### src/rtl/tmr_pkg.sv
package tmr_pkg;

    localparam int NUM_RATES = 5;
    localparam int PRE_W     = 2 * NUM_RATES;

    localparam logic [1:0] IDX_CONST   = 2'd0;
    localparam logic [1:0] IDX_COUNTER = 2'd1;
    localparam logic [1:0] IDX_CONTROL = 2'd2;
    localparam logic [1:0] IDX_CAPTURE = 2'd3;

    localparam int BIT_IE   = 5;
    localparam int BIT_FLAG = 8;
    localparam int BIT_CAPF = 9;

    typedef enum logic {
        CH_HALTED   = 1'b0,
        CH_COUNTING = 1'b1
    } chan_state_e;

    typedef struct packed {
        logic       capf;
        logic [1:0] cape;
        logic       ie;
        logic [1:0] edge_sel;
        logic [2:0] rate;
    } ctrl_fields_t;

    function automatic logic [PRE_W-1:0] rate_mask(input logic [2:0] code);
        logic [PRE_W-1:0] m;
        m = '0;
        if (int'(code) < NUM_RATES) begin
            for (int i = 0; i < PRE_W; i++) begin
                if (i < 2 * (int'(code) + 1)) m[i] = 1'b1;
            end
        end else begin
            m[1:0] = 2'b11;
        end
        return m;
    endfunction

endpackage

### src/rtl/tmr_prescaler.sv
module tmr_prescaler
    import tmr_pkg::*;
(
    input  logic       clk,
    input  logic       rst_n,
    input  logic       en,
    input  logic [2:0] rate,
    output logic       tick
);
    logic [PRE_W-1:0] phase_q;
    logic [PRE_W-1:0] mask;

    always_comb begin
        mask = rate_mask(rate);
        tick = en && ((phase_q & mask) == mask);
    end

    always_ff @(posedge clk or negedge rst_n) begin
        if (!rst_n)  phase_q <= '0;
        else if (en) phase_q <= phase_q + 1'b1;
    end

    a_r8_phase_hold: assert property (@(posedge clk) disable iff (!rst_n)
        !en |=> $stable(phase_q));

endmodule

### src/rtl/tmr_downcount.sv
module tmr_downcount #(
    parameter int W = 32
) (
    input  logic         clk,
    input  logic         rst_n,
    input  logic         tick,
    input  logic         load,
    input  logic [W-1:0] load_val,
    input  logic [W-1:0] reload_val,
    output logic [W-1:0] cnt,
    output logic         uf
);
    logic [W-1:0] cnt_q;
    logic         at_zero;

    always_comb begin
        at_zero = (cnt_q == '0);
        uf      = tick && at_zero && !load;
        cnt     = cnt_q;
    end

    always_ff @(posedge clk or negedge rst_n) begin
        if (!rst_n)       cnt_q <= '1;
        else if (load)    cnt_q <= load_val;
        else if (tick)    cnt_q <= at_zero ? reload_val : cnt_q - 1'b1;
    end

    a_r5_load: assert property (@(posedge clk) disable iff (!rst_n)
        load |=> cnt_q == $past(load_val));
    a_r4_reload: assert property (@(posedge clk) disable iff (!rst_n)
        (tick && !load && cnt_q == '0) |=> cnt_q == $past(reload_val));
    a_r8_cnt_hold: assert property (@(posedge clk) disable iff (!rst_n)
        (!tick && !load) |=> $stable(cnt_q));

endmodule

### src/rtl/tmr_ctrl.sv
module tmr_ctrl
    import tmr_pkg::*;
(
    input  logic         clk,
    input  logic         rst_n,
    input  logic         wr,
    input  logic [15:0]  wdata,
    input  logic         uf,
    output ctrl_fields_t fields,
    output logic         flag,
    output logic [15:0]  rd
);
    ctrl_fields_t fields_q;
    logic         flag_q;
    logic         clr_req;

    always_comb begin
        clr_req = wr && !wdata[BIT_FLAG];
        fields  = fields_q;
        flag    = flag_q;
        rd      = '0;
        rd[7:0]      = {fields_q.cape, fields_q.ie, fields_q.edge_sel, fields_q.rate};
        rd[BIT_FLAG] = flag_q;
        rd[BIT_CAPF] = fields_q.capf;
    end

    always_ff @(posedge clk or negedge rst_n) begin
        if (!rst_n) begin
            fields_q <= '0;
        end else if (wr) begin
            fields_q <= '{capf: wdata[BIT_CAPF], cape: wdata[7:6], ie: wdata[BIT_IE],
                          edge_sel: wdata[4:3], rate: wdata[2:0]};
        end
    end

    always_ff @(posedge clk or negedge rst_n) begin
        if (!rst_n)       flag_q <= 1'b0;
        else if (uf)      flag_q <= 1'b1;
        else if (clr_req) flag_q <= 1'b0;
    end

    a_r6_clear: assert property (@(posedge clk) disable iff (!rst_n)
        (wr && !wdata[BIT_FLAG] && !uf) |=> !flag_q);
    a_r6_keep: assert property (@(posedge clk) disable iff (!rst_n)
        (flag_q && !(wr && !wdata[BIT_FLAG])) |=> flag_q);
    a_r4_set: assert property (@(posedge clk) disable iff (!rst_n)
        uf |=> flag_q);

endmodule

### src/rtl/reload_timer_channel.sv
module reload_timer_channel
    import tmr_pkg::*;
#(
    parameter int W           = 32,
    parameter bit HAS_CAPTURE = 1'b1
) (
    input  logic         clk,
    input  logic         rst_n,
    input  logic         run,
    input  logic         wr_en,
    input  logic [1:0]   addr,
    input  logic [W-1:0] wdata,
    output logic [W-1:0] rdata,
    output logic         irq
);
    localparam int CTRL_PAD = W - 16;

    chan_state_e  state_q, state_d;
    logic         count_en;
    logic         tick;
    logic         uf;
    logic         flag;
    logic [W-1:0] const_q;
    logic [W-1:0] cap_q;
    logic [W-1:0] cnt;
    logic [15:0]  ctrl_rd;
    ctrl_fields_t fields;
    logic         wr_const, wr_cnt, wr_ctrl, wr_cap;

    always_comb begin
        wr_const = wr_en && (addr == IDX_CONST);
        wr_cnt   = wr_en && (addr == IDX_COUNTER);
        wr_ctrl  = wr_en && (addr == IDX_CONTROL);
        wr_cap   = wr_en && (addr == IDX_CAPTURE);
    end

    // state register
    always_ff @(posedge clk or negedge rst_n) begin
        if (!rst_n) state_q <= CH_HALTED;
        else        state_q <= state_d;
    end

    // next state: START and PAUSE
    always_comb begin
        state_d = state_q;
        unique case (state_q)
            CH_HALTED:   if (run)  state_d = CH_COUNTING;
            CH_COUNTING: if (!run) state_d = CH_HALTED;
            default:               state_d = CH_HALTED;
        endcase
    end

    // outputs of the state machine
    always_comb begin
        count_en = (state_q == CH_COUNTING);
        irq      = flag && fields.ie;
    end

    always_ff @(posedge clk or negedge rst_n) begin
        if (!rst_n)        const_q <= '1;
        else if (wr_const) const_q <= wdata;
    end

    generate
        if (HAS_CAPTURE) begin : g_cap
            always_ff @(posedge clk or negedge rst_n) begin
                if (!rst_n)      cap_q <= '0;
                else if (wr_cap) cap_q <= wdata;
            end
        end else begin : g_nocap
            assign cap_q = '0;
        end
    endgenerate

    tmr_prescaler u_pre (
        .clk  (clk),
        .rst_n(rst_n),
        .en   (count_en),
        .rate (fields.rate),
        .tick (tick)
    );

    tmr_downcount #(.W(W)) u_cnt (
        .clk       (clk),
        .rst_n     (rst_n),
        .tick      (tick),
        .load      (wr_cnt),
        .load_val  (wdata),
        .reload_val(const_q),
        .cnt       (cnt),
        .uf        (uf)
    );

    tmr_ctrl u_ctrl (
        .clk   (clk),
        .rst_n (rst_n),
        .wr    (wr_ctrl),
        .wdata (wdata[15:0]),
        .uf    (uf),
        .fields(fields),
        .flag  (flag),
        .rd    (ctrl_rd)
    );

    always_comb begin
        unique case (addr)
            IDX_CONST:   rdata = const_q;
            IDX_COUNTER: rdata = cnt;
            IDX_CONTROL: rdata = {{CTRL_PAD{1'b0}}, ctrl_rd};
            default:     rdata = cap_q;
        endcase
    end

    a_r8_follow: assert property (@(posedge clk) disable iff (!rst_n)
        1'b1 |=> (state_q == CH_COUNTING) == $past(run));
    a_r1_no_early_uf: assert property (@(posedge clk) disable iff (!rst_n)
        (state_q == CH_HALTED) |-> !uf);

endmodule

### config.mk
export PLATFORM = sky130hd
export DESIGN_NAME = reload_timer_channel
export DESIGN_NICKNAME = d
export VERILOG_FILES = /design/src/rtl/tmr_pkg.sv /design/src/rtl/tmr_prescaler.sv /design/src/rtl/tmr_downcount.sv /design/src/rtl/tmr_ctrl.sv /design/src/rtl/reload_timer_channel.sv
export SDC_FILE = /design/constraint.sdc
export NUM_CORES = 1
export LEC_CHECK = 0
export ABC_AREA = 1
export CAP_MARGIN = 30
export CORE_MARGIN = 10
export CORE_UTILIZATION = 30
export CTS_CLUSTER_SIZE = 24
export DETAILED_ROUTE_END_ITERATION = 8
export PLACE_DENSITY_LB_ADDON = 0.15
export SYNTH_ARGS = -nofsm -noshare
export SYNTH_HDL_FRONTEND = slang
export SYNTH_SLANG_ARGS = --single-unit
### constraint.sdc
create_clock -name clk -period 3.9 [get_ports clk]
set_input_delay 0.78 -clock clk [delete_from_list [all_inputs] [get_ports clk]]
set_output_delay 0.78 -clock clk [all_outputs]
set_load 0.01 [all_outputs]
==> results.md <==
- CP startpoint kind: primary input
- Later-pin clock latency in the skew report: 0.42 ns
- Post-route ant nets: 0
- Initial antenna violation count: 0
- Post-synth EDFFs: 0
- RSZ-0062 raised after global routing: no
- Antenna cells: 0
- Setup Viol. Count Final: 0
- Vias in the first global route: 6405
- Reg-to-Reg End: u_cnt.cnt[13]
- Initial Util: 0.307
- Crit path max-delay cell type: clkdlybuf4s50_1
- Resized Gates After CTS: 0
- Gp weighted congestion: 0.904
- Final total power: 5.71 mW
- Crit-path cells: clkdlybuf4s50_1 -> inv_1 -> nor2_1 -> inv_1 -> buf_4 -> o2111ai_1 -> clkdlybuf4s50_1
- Die width: 172 um
- Mapped Avg Cell Area: 6.99 um^2
- Core area: 22700 um^2
- Critical Path Max Stage Delay: 0.59 ns
- Outcome: completed
- Max Fclk: 0.293 GHz
- CP arrival: 2.63 ns
- Remaining global-route overflow: 0
- Post-synth ARST share: 1.00
- Setup CP Type: primary input to output pin
- Final instance area: 8640 um^2
- Cts bufs inserted: 17
- Critical R2R Launch: u_ctrl.fields[0]
- Detailed Route WL: 22200 um
- Max FO, Critical Path: 16
- Min Clock Period, post-route: 3.41 ns
- Pin count of the biggest net entering global routing: 68
- Drt initial violations: 414
- FP Rows: 55
- Vias: 6461
- Hold slack: 0.383 ns
- Root Buffer: clkbuf_16
- DP HPWL: 16000 um
- Clk pin slew, worst setup/hold paths: 0.06 ns
- Fin crit share: 0.874
- DR DRC count: 0
- Worst hold path type: primary input to asynchronous set/reset pin
- Data required, critical path: 3.12 ns
- CTS tree: yes
- Final number of max-transition violations: 0
- Setup tns final: 0 ns
- Register area share after synthesis: 0.432
- PortBufs: 70
- First-pass GRT wire length: 35900 um
- Post-DP Area: 8000 um^2
- Area delta synth->final: 24.1%
- Hold bufs inserted after CTS: 0
- Max Cap Viol: 0
- Rel. slew slack: 0.522
- Setup Skew: 0.00826 ns
- Critical Path Source: addr[0]
- Global Route Usage Sum: 0.156
- I/O Pins: 71
- Clock Tree Buf Depth: 2
- Ratio of cells with drive above 1 in the final layout: 0.128
- Mapped Nets: 1039
- Power per cell area: 661 nW/um^2
- Mean routed wirelength per cell: 16.3 um
- Drt pass-1 iters: 5
- Synthesized area: 6960 um^2
- Reg2reg setup slack: 1.42 ns
- Yosys cell types: 32
- Least-Margin Pin Slew: 0.716 ns
- CP endpoint kind: output pin
- Synthesized instance count: 996
- Final Hold Vio Count: 0
- Yosys warning count: 0
- Die H: 172 um
- H-tree depth reported by CTS: 4
- Pleak: 4.02 nW
- Post-CTS setup buffer count: 0
- Nets@finish: 1104
- Via density: 4.75
- Flops & latches, synth: 117
- Worst reg-to-reg path cell count: 14
- Area of the die: 29700 um^2
- CTS sink count: 117
- Max VDD drop: 0.316 mV
- Commonest register cell after synthesis: dfstp_2
==> cells in the mapped netlist (2+ instances only) <==
library cell / number / area [um^2]
nand2_1: 365 / 1370
nand3_1: 103 / 515
inv_1: 99 / 372
o21ai_0: 82 / 410
nor2_1: 81 / 304
dfstp_2: 64 / 1680
dfrtp_1: 53 / 1330
clkbuf_1: 29 / 109
o211ai_1: 22 / 165
xor2_1: 13 / 114
nand4_1: 11 / 68.8
nand2_2: 10 / 62.6
o2111ai_1: 8 / 70.1
o21ai_1: 8 / 40.0
nor2_2: 7 / 43.8
clkinv_1: 6 / 22.5
ha_1: 5 / 62.6
a21oi_1: 4 / 20.0
inv_2: 4 / 15.0
buf_2: 3 / 15.0
nor2_4: 3 / 33.8
xnor2_1: 3 / 26.3
buf_4: 2 / 15.0
nor3_1: 2 / 10.0
o22ai_1: 2 / 12.5
==> logic make-up after synthesis <==
| logic type | count (synthesis) | synth area share |
|---|---|---|
| AO/OA/AOI/OAI | 126 | 0.103 |
| adder cells (fa/ha/maj) | 5 | 0.00899 |
| XOR/XNOR | 16 | 0.0201 |
| flip-flops | 117 | 0.432 |
| AND/OR/NAND/NOR | 586 | 0.353 |
| buffers and inverters | 146 | 0.0830 |
==> final cells by class <==
class / instances / area [um^2]
inverters: 109 / 409
repair buffers: 83 / 846
well taps: 285 / 357
clock buffers: 23 / 488
fillers: 2439 / 14100
multi-input cells: 733 / 3380
clock inverters: 9 / 148
flip-flops and latches: 117 / 3010
==> layout by cell type, fill, tap and decap left out, drive strengths merged <==
cell           netlist  final
a21oi                4      4
buf                  8     14
bufinv               0      4
clkbuf              29     23
clkdlybuf4s50        0     69
clkinv               6     10
clkinvlp             0      1
dfrtp               53     53
dfstp               64     64
ha                   5      5
inv                103    103
nand2              376    376
nand3              103    103
nand3b               1      1
nand4               11     11
nor2                92     92
nor3                 2      2
nor3b                1      1
o2111ai              8      8
o211ai              22     22
o21ai               90     90
o22ai                2      2
xnor2                3      3
xor2                13     13
==> stage by stage <==
step	worst slack, ns	cells	utilization
detailed placement	0.460	1327	0.352
global placement	0.483	1327	0.352
CTS	0.456	1359	0.380
floorplan	1.59	996	-
finish	0.490	1359	0.380
global route	0.355	1359	0.380
==> worst max-delay path by stage <==
stage / slack [ns] / endpoint / depth (start not counted)
global placement: 0.48 / rdata[1] / 7
finish: 0.49 / rdata[1] / 7
floorplan: 1.59 / rdata[7] / 4
CTS: 0.46 / rdata[1] / 7
detailed placement: 0.46 / rdata[1] / 7
global route: 0.36 / rdata[31] / 7
==> registers in the layout (all words and copies together), names as in the netlist <==
name,count
u_cnt.cnt,32
const_q,32
u_ctrl.flag,1
cap_q,32
count_en,1
u_ctrl.fields,9
u_pre.phase_q,10
==> report_power, final <==
group,total (mW),switching [mW],leakage (nW),internal [mW]
sequential,2.05,0.357,1.34,1.69
clock,1.71,0.573,0.313,1.13
combinational,1.95,1.22,2.37,0.732
total,5.71,2.15,4.02,3.56
==> per-layer routing <==
layer  vias up  global-route usage  share of wire
li1       3305                   -              -
met1      3027               0.204           0.48
met2       111               0.250           0.47
met3        18              0.0356          0.041
met4         0              0.0435          0.012
met5         -                   0              0
==> critical path: cells and delay by family <==
family / cells / cell delay [ns]
AO/OA/AOI/OAI: 1 / 0.25
buffers and inverters: 5 / 1.48
AND/OR/NAND/NOR: 1 / 0.12
(Power assumes the default switching activity.)
